**src/rtl/lm_split_pkg.sv**
```systemverilog
package lm_split_pkg;

    // Control states of the splitter
    typedef enum logic [1:0] {
        S_IDLE   = 2'd0,
        S_ISSUE  = 2'd1,
        S_REJECT = 2'd2
    } split_state_e;

endpackage

```
**src/rtl/lm_req_check.sv**
```systemverilog
// Decides whether a requested word count is legal.
module lm_req_check #(
    parameter int CNT_W     = 5,
    parameter int MAX_WORDS = 16
) (
    input  logic [CNT_W-1:0] count,
    output logic             count_ok
);
    always_comb begin
        count_ok = (count != '0) && (count <= CNT_W'(MAX_WORDS));
    end
endmodule

```
**src/rtl/lm_piece_calc.sv**
```systemverilog
// Works out the next piece from the current address and the words still owed.
module lm_piece_calc #(
    parameter int ADDR_W     = 32,
    parameter int LINE_WORDS = 8,
    parameter int CNT_W      = 5,
    parameter int LEN_W      = 4,
    parameter int OFF_W      = 3
) (
    input  logic [ADDR_W-1:0] cur_addr,
    input  logic [CNT_W-1:0]  remaining,
    output logic [LEN_W-1:0]  piece_len,
    output logic              piece_single,
    output logic              piece_last,
    output logic [ADDR_W-1:0] next_addr,
    output logic [CNT_W-1:0]  next_remaining
);
    logic [OFF_W-1:0] word_idx;
    logic [LEN_W-1:0] room;

    always_comb begin
        word_idx = cur_addr[OFF_W+1:2];
        room     = LEN_W'(LINE_WORDS) - LEN_W'(word_idx);
        if (remaining < CNT_W'(room)) begin
            piece_len = LEN_W'(remaining);
        end else begin
            piece_len = room;
        end
        piece_single   = (piece_len == LEN_W'(1));
        next_addr      = cur_addr + (ADDR_W'(piece_len) << 2);
        next_remaining = remaining - CNT_W'(piece_len);
        piece_last     = (next_remaining == '0);
    end
endmodule

```
**src/rtl/lm_burst_splitter.sv**
```systemverilog
module lm_burst_splitter
    import lm_split_pkg::*;
#(
    parameter int  ADDR_W     = 32,
    parameter int  LINE_WORDS = 8,
    parameter int  MAX_WORDS  = 16,
    localparam int CNT_W      = $clog2(MAX_WORDS + 1),
    localparam int LEN_W      = $clog2(LINE_WORDS + 1),
    localparam int OFF_W      = $clog2(LINE_WORDS)
) (
    input  logic              clk,
    input  logic              rst_n,
    input  logic              req_valid,
    output logic              req_ready,
    input  logic [ADDR_W-1:0] req_addr,
    input  logic [CNT_W-1:0]  req_count,
    output logic              req_err,
    output logic              txn_valid,
    input  logic              txn_ready,
    output logic [ADDR_W-1:0] txn_addr,
    output logic [LEN_W-1:0]  txn_len,
    output logic              txn_single,
    output logic              txn_last
);

    split_state_e      state_q, state_d;
    logic [ADDR_W-1:0] cur_addr_q;
    logic [CNT_W-1:0]  remaining_q;
    logic              count_ok;
    logic [LEN_W-1:0]  piece_len;
    logic              piece_single;
    logic              piece_last;
    logic [ADDR_W-1:0] next_addr;
    logic [CNT_W-1:0]  next_remaining;
    logic              take_req;
    logic              take_txn;

    lm_req_check #(
        .CNT_W     (CNT_W),
        .MAX_WORDS (MAX_WORDS)
    ) u_req_check (
        .count    (req_count),
        .count_ok (count_ok)
    );

    lm_piece_calc #(
        .ADDR_W     (ADDR_W),
        .LINE_WORDS (LINE_WORDS),
        .CNT_W      (CNT_W),
        .LEN_W      (LEN_W),
        .OFF_W      (OFF_W)
    ) u_piece_calc (
        .cur_addr       (cur_addr_q),
        .remaining      (remaining_q),
        .piece_len      (piece_len),
        .piece_single   (piece_single),
        .piece_last     (piece_last),
        .next_addr      (next_addr),
        .next_remaining (next_remaining)
    );

    assign take_req = req_valid && (state_q == S_IDLE);
    assign take_txn = txn_ready && (state_q == S_ISSUE);

    // Next-state logic
    always_comb begin
        state_d = state_q;
        unique case (state_q)
            S_IDLE: begin
                if (req_valid) begin
                    state_d = count_ok ? S_ISSUE : S_REJECT;
                end
            end
            S_ISSUE: begin
                if (txn_ready && piece_last) begin
                    state_d = S_IDLE;
                end
            end
            S_REJECT: state_d = S_IDLE;
            default:  state_d = S_IDLE;
        endcase
    end

    // State register
    always_ff @(posedge clk) begin
        if (!rst_n) begin
            state_q <= S_IDLE;
        end else begin
            state_q <= state_d;
        end
    end

    // Address and remaining-word registers
    always_ff @(posedge clk) begin
        if (!rst_n) begin
            cur_addr_q  <= '0;
            remaining_q <= '0;
        end else if (take_req) begin
            cur_addr_q  <= req_addr & ~ADDR_W'(3);
            remaining_q <= count_ok ? req_count : '0;
        end else if (take_txn) begin
            cur_addr_q  <= next_addr;
            remaining_q <= next_remaining;
        end
    end

    // Outputs
    always_comb begin
        req_ready  = (state_q == S_IDLE);
        req_err    = (state_q == S_REJECT);
        txn_valid  = (state_q == S_ISSUE);
        txn_addr   = cur_addr_q;
        txn_len    = piece_len;
        txn_single = piece_single;
        txn_last   = piece_last;
    end


    txn_hold_chk: assert property (@(posedge clk) disable iff (!rst_n)
        (txn_valid && !txn_ready) |=> (txn_valid && $stable(txn_addr) && $stable(txn_len)
                                       && $stable(txn_last) && $stable(txn_single)));


    no_line_cross_chk: assert property (@(posedge clk) disable iff (!rst_n)
        txn_valid |-> (int'(txn_addr[OFF_W+1:2]) + int'(txn_len) <= LINE_WORDS));


    later_piece_aligned_chk: assert property (@(posedge clk) disable iff (!rst_n)
        (txn_valid && txn_ready && !txn_last) |=> (txn_valid && txn_addr[OFF_W+1:0] == '0));


    len_range_chk: assert property (@(posedge clk) disable iff (!rst_n)
        txn_valid |-> (txn_len != '0 && txn_len <= LEN_W'(LINE_WORDS)));


    busy_no_accept_chk: assert property (@(posedge clk) disable iff (!rst_n)
        req_ready |-> (!txn_valid && !req_err));


    reject_pulse_chk: assert property (@(posedge clk) disable iff (!rst_n)
        req_err |=> (!req_err && req_ready && !txn_valid));


    last_to_idle_chk: assert property (@(posedge clk) disable iff (!rst_n)
        (txn_valid && txn_ready && txn_last) |=> req_ready);

endmodule

```
**config.mk**
```make
export PLATFORM = sky130hd
export DESIGN_NAME = lm_burst_splitter
export DESIGN_NICKNAME = d
export VERILOG_FILES = /design/src/rtl/lm_split_pkg.sv /design/src/rtl/lm_req_check.sv /design/src/rtl/lm_piece_calc.sv /design/src/rtl/lm_burst_splitter.sv
export SDC_FILE = /design/constraint.sdc
export NUM_CORES = 1
export LEC_CHECK = 0
export CORE_ASPECT_RATIO = 1.5
export CORE_MARGIN = 2
export CORE_UTILIZATION = 45
export DETAILED_ROUTE_END_ITERATION = 16
export PLACE_DENSITY = 0.78
export SYNTH_ARGS = -nofsm -noshare
export SYNTH_HDL_FRONTEND = slang
export SYNTH_SLANG_ARGS = --single-unit
```
**constraint.sdc**
```tcl
create_clock -name clk -period 4.2 [get_ports clk]
set_input_delay 0.63 -clock clk [delete_from_list [all_inputs] [get_ports clk]]
set_output_delay 0.63 -clock clk [all_outputs]
set_load 0.02 [all_outputs]
```
[Word level (Yosys, flattened, before mapping)]
Index checks and enable logic that the tools add are counted.
Cells by class
  $add $sub $neg: 3
  multipliers: 0
  divide/modulo/power cells: 0
  $lt $le $gt $ge: 2
  equal/unequal tests: 5
  shift operators: 0
  multiplexer cells: 10
  bitwise logic cells: 1
  reductions and logical operators: 10
Operators with widths (number)
  two-way mux 32 bit: 2
  adder 32 x 6 -> 32 bit: 1
  two-way mux 5 bit: 3
  two-way mux 2 bit: 3
  <= comparator 5 bit (second input constant): 1
  logical NOT 5 bit: 1
  less-than comparator 5 x 4 -> 1 bit: 1
  nonzero test 5 bit: 1
  subtractor 5 x 4 -> 5 bit: 1
  equality test 4 x 1 -> 1 bit (second input constant): 1
  logical AND 1 bit: 4
  two-way mux 4 bit: 1
  case mux 2 bit (2 select lines): 1
  subtractor 4 x 3 -> 4 bit (first input constant): 1
  equality test 2 x 1 -> 1 bit (second input constant): 1
  equality test 2 bit (second input constant): 1
  logical NOT 2 bit: 1
  != test 2 x 1 -> 1 bit (second input constant): 1
  != test 2 bit (second input constant): 1
  AND reduction 2 bit: 1
  nonzero test 2 bit: 1
  OR reduction 2 bit: 1
  NOT 1 bit: 1
Storage, ports and cells
  register bits after elaboration: 39
  bits in latches: 0
  bits in writable memories: 0
  memory bits (read-only): 0
  bits of input ports: 41
  output and inout port bits: 41
  word-level logic and storage cells: 35
  memories kept: 0

[Depth between registers and ports, before layout]
  depth in word-level cells: 8
  gate-level depth with buffers: 16
  mapped depth without buffers: 16

[Hierarchy]
Synthesis repeated with hierarchy kept, for this count alone.
Unflattened totals
  cells, all modules: 326
  area total of the unflattened synthesis: 2976.6 um2
Modules (own cells, without submodules)
  lm_burst_splitter: times used 1, cells each 185, area an instance 1934.4 um2, seq. area each 780.7 um2
  lm_piece_calc: times used 1, cells each 139, area an instance 1021.0 um2, seq. area each 0.0 um2
  lm_req_check: times used 1, cells each 2, area an instance 21.3 um2, seq. area each 0.0 um2

[Worst setup path before layout]
OpenSTA, ideal clock, no wires.
  path type: register -> output
  start point: register cur_addr_q[3] (netlist: txn_addr[3])
  end point: output port txn_last
  data arrival time: 3.681 ns
  required time: 3.570 ns
  setup slack: -0.111 ns
  stages on the path, launching flop included: 16
  buffers on the path: 0
  cell sequence: dfxtp_1 > inv_1 > ha_1 > xor2_1 > ha_1 > o21a_1 > nor3_1 > nor2_1 > mux2i_1 > inv_1 > fa_1 > nor2b_1 > o21ai_0 > nand2b_1 > xnor2_1 > nor3_1
Between the ends
  cells in the longest elaborated chain, start to end: 5
Ends and longest elaborated chain
  start, declared: RTL line lm_burst_splitter.sv:27  | logic [ADDR_W-1:0] cur_addr_q;
  start signal, assigned: RTL line lm_burst_splitter.sv:99  | cur_addr_q <= req_addr & ~ADDR_W'(3);
  start signal, assigned: RTL line lm_burst_splitter.sv:102  | cur_addr_q <= next_addr;
  subtractor 4 x 3 -> 4 bit *: RTL line lm_piece_calc.sv:22  | room = LEN_W'(LINE_WORDS) - LEN_W'(word_idx);
  less-than comparator 5 x 4 -> 1 bit: RTL line lm_piece_calc.sv:23  | if (remaining < CNT_W'(room)) begin
  two-way mux 4 bit *: RTL line lm_piece_calc.sv:23
  net txn_len[1]: RTL line lm_burst_splitter.sv:21  | output logic [LEN_W-1:0] txn_len,
  subtractor 5 x 4 -> 5 bit *: RTL line lm_piece_calc.sv:30  | next_remaining = remaining - CNT_W'(piece_len);
  logical NOT 5 bit *: RTL line lm_piece_calc.sv:31  | piece_last = (next_remaining == '0);
  end, declared: RTL line lm_burst_splitter.sv:23  | output logic txn_last
The timed path passes the listed nets; every way through them passes the cells marked *.

[Final worst setup path]
  start point: register cur_addr_q[2] (netlist: txn_addr[2])
  end point: output port txn_last
Between the ends
  cells in the longest elaborated chain, start to end: 5
Ends and longest elaborated chain (RTL line)
  subtractor 4 x 3 -> 4 bit *: lm_piece_calc.sv:22
  less-than comparator 5 x 4 -> 1 bit: lm_piece_calc.sv:23
  two-way mux 4 bit *: lm_piece_calc.sv:23
  subtractor 5 x 4 -> 5 bit *: lm_piece_calc.sv:30
  logical NOT 5 bit *: lm_piece_calc.sv:31
Mark *: on every way between the ends. The rest lies on a longest branch, timed or not.

==> flow_metrics.py <==
metrics = {
    "grt": {
        "grt_max_degree": 44,
        "first_global_vias": 2421,
        "grt_pass1_wl_um": 10940,
        "grt_overflow": 0,
        "grt_use_total": 0.2238,
        "antenna_found_initial": 0,
    },
    "synthesis": {
        "synthArstFlopShare": 0,
        "avgSynthCellArea_um2": 8.050,
        "netlist_instances": 309,
        "synth_area_um2": 2487,
        "synth-seq-cells": 37,
        "synth.largest_area_cell": "dfxtp_1",
        "ys_dominant_reg_cell": "dfxtp_1",
        "yosysTopAreaCellShare": 0.2978,
        "ys_types": 51,
        "synth-edff-count": 0,
        "synth.area.top_cells": "dfxtp_1 (30%), xnor2_1 (7.7%), ha_1 (6.5%)",
        "yosysWarnings": 0,
        "yosysSeqAreaShare": 0.2978,
    },
    "critical_path": {
        "timing.rr.end": "txn_addr[12]",
        "arrival_ns": 3.54,
        "crit_type": "flip-flop to output port",
        "critPathLaunchType": "flip-flop",
        "cp_slowest_cell": "or4_4",
        "critPathTopFamily": "simple AND/OR/NAND/NOR gates",
        "crit_end": "txn_last",
        "timing.rr.start": "txn_addr[2]",
        "path_cells": "or3_1, ha_2, or4_4, buf_4, o21ai_0, nor2_1, a21oi_2, ha_2, fa_2, nor2b_2, o21ai_0, nand2b_1, xnor2_2, nor3_2, buf_4",
        "crit_required_ns": 3.57,
        "cp-startpoint": "txn_addr[2]",
        "critPathBufInv": 2,
        "r2r_cells": 16,
        "worst-path-stages": 15,
        "critPathMaxFanout": 3,
        "endpoint_kind": "output port",
        "cpPeakStageDelay_ns": 0.54,
        "regToRegSetupSlack_ns": 0.22,
    },
    "placement": {
        "hpwl_um": 5173,
        "dp_cells": 460,
        "port_buffers": 77,
        "gp_congestion": 0.8474,
        "placed_cell_area_um2": 3436,
    },
    "drt": {
        "drtIter0Drc": 68,
        "drtAntennaViolNets": 0,
        "dr.pass1.iters": 4,
        "viasPerCell": 5.454,
        "vias": 2558,
        "wl_per_cell_um": 14.77,
        "drt-total-wl_um": 6928,
        "drc": 0,
    },
    "floorplan": {
        "die_x_um": 64.71,
        "die_area_um2": 6151,
        "core-area_um2": 5409,
        "initial_core_util": 0.4599,
        "rows": 33,
        "die_y_um": 95.06,
        "top_level_ports": 82,
    },
    "timing": {
        "period_minus_slack_ns": 4.174,
        "fin_crit_sh": 0.9939,
        "finalSetupTns_ns": 0,
        "finalSetupViolCount": 0,
        "hold_viol": 0,
        "worst_slew_pin_slew_ns": 0.8518,
        "clock.fmax_mhz": 239.6,
        "max-slew-margin-rel": 0.4304,
        "skew_ns": 0.005105,
        "drv_slew": 0,
    },
    "final_layout": {
        "fin_area_um2": 3630,
        "area_delta_synth_final_pct": 45.93,
        "stdcell_count": 469,
        "drive_gt1_frac": 0.1404,
        "num_antenna_cells": 0,
        "nNetsFinal": 454,
    },
    "outcome": {
        "status": "finished, final reports clean",
    },
    "flow_run": {
        "drv_cap": 0,
    },
    "cts": {
        "clk_latency_ns": 0.29,
        "cts.clk_slew.worst_paths_ns": 0.07,
        "ctsHtreeMaxLevel": 2,
        "cts.sinks": 37,
        "clockRootBuffer": "clkbuf_8",
        "numCtsBuffers": 5,
        "max-clock-path-buffers": 2,
        "postCtsHoldBufs": 0,
        "cts_tree": "yes",
    },
    "power_and_ir_drop": {
        "p_leak_nw": 1.291,
        "ir_drop_uv": 204.0,
        "power_density_nw_per_um2": 409.6,
    },
    "worst_hold_path": {
        "hold_path_class": "flip-flop to flip-flop",
    },
}
==> report_power, final <==
group | switching, W | internal [W] | total (W)
logic | 0.000373 | 0.000400 | 0.000773
registers | 0.0000478 | 0.000391 | 0.000439
clock network | 0.000126 | 0.000148 | 0.000275
==> state kept, by name (all words and copies together), names as in the netlist <==
register / cells
txn_addr: 30
remaining_q: 5
state_q: 2
==> placed cells by master, fill, tap and decap left out, drive strengths merged, types with 4 or more instances in the layout <==
cell           Yosys  routed
a31oi              5       5
nand2b             6       6
xnor2             22      22
nor2b              5       5
nor3               5       5
buf                6      23
dfxtp             37      37
a21oi             30      30
o21ai             30      30
o211ai             8       8
clkdlybuf4s50      0      76
o31a               4       4
and4               5       5
clkbuf            12       7
nand2             25      25
nand4              4       4
a211oi             8       8
ha                13      13
nand3              6       6
nor2              12      12
inv               16      16
or3                4       4
==> kinds of logic (layout without fill, tap and decap cells) <==
kind of cell    count (synthesis)  after routing  synth area share
compound gates                100            100            0.2500
simple gates                   95             95            0.2178
flops                          37             37            0.2978
buf+inv                        34            123           0.05482
xor+xnor                       25             25           0.08803
fa+ha+maj                      15             15           0.08149
mux                             2              2          0.008551
other cells                     1              2          0.001508
==> worst min-delay path by stage <==
stage	start	end	slack, ns	depth (start not counted)
after floorplan	remaining_q[4]	remaining_q[4]	0.51	2
after global placement	txn_addr[31]	txn_addr[31]	0.49	2
after detailed placement	txn_addr[31]	txn_addr[31]	0.51	2
after CTS	txn_addr[31]	txn_addr[31]	0.52	2
after global routing	txn_addr[31]	txn_addr[31]	0.55	2
final	txn_addr[31]	txn_addr[31]	0.53	2
==> worst min-delay path, cell delays in order (launching register included) <==
cell and delay (ns):
dfxtp_1 0.33, o31ai_1 0.07, a31oi_1 0.08
==> through the flow <==
step           hold slack [ns]  total power, W  setup WS [ns]  utilization
4_1_cts                 0.5239        0.001430        0.03604       0.6549
6_report                0.5318        0.001487        0.02555       0.6711
3_3_place_gp            0.4906        0.001136       -0.08368       0.6352
3_5_place_dp            0.5077        0.001152        -0.1656       0.6352
5_1_grt                 0.5510        0.001584       -0.09922       0.6711
2_1_floorplan           0.5101       0.0008287       0.006396            -
==> what timing repair did <==
action,CTS,global route
pin swaps,0,4
buffers inserted,0,1
endpoints found under the setup margin,1,8
resized for setup,7,19
==> cells in the mapped netlist (2+ instances only) <==
cell,n
a211oi_1,8
a21oi_1,29
a311oi_1,3
a31oi_1,5
and2_1,3
and3_1,3
and4_1,5
buf_1,3
buf_4,2
clkbuf_1,12
dfxtp_1,37
fa_1,2
ha_1,13
inv_1,15
nand2_1,25
nand2b_1,6
nand3_1,6
nand3b_1,3
nand4_1,3
nor2_1,12
nor2b_1,5
nor3_1,5
nor3b_1,3
nor4_1,3
nor4b_1,2
o211ai_1,8
o21a_1,3
o21ai_0,29
o31a_1,4
o31ai_1,3
or3_1,4
or4_1,3
xnor2_1,22
xor2_1,3
==> area by class of cell <==
class / instances / area (µm²)
Tap cell: 70 / 87.58
Fill cell: 474 / 1779
Inverter: 16 / 60.06
Timing Repair Buffer: 99 / 933.4
Multi-Input combinational cell: 239 / 1704
Clock inverter: 1 / 5.005
Sequential cell: 37 / 743.2
Clock buffer: 7 / 96.34
==> layer usage <==
metal	GRT usage	wire (µm)	share of wire
met2	0.4201	3794	0.55
met3	0.03542	212	0.031
met1	0.2482	2790	0.40
met4	0.08688	131	0.019
met5	0	0	0
Note: power is estimated with default switching activity, not from simulation.
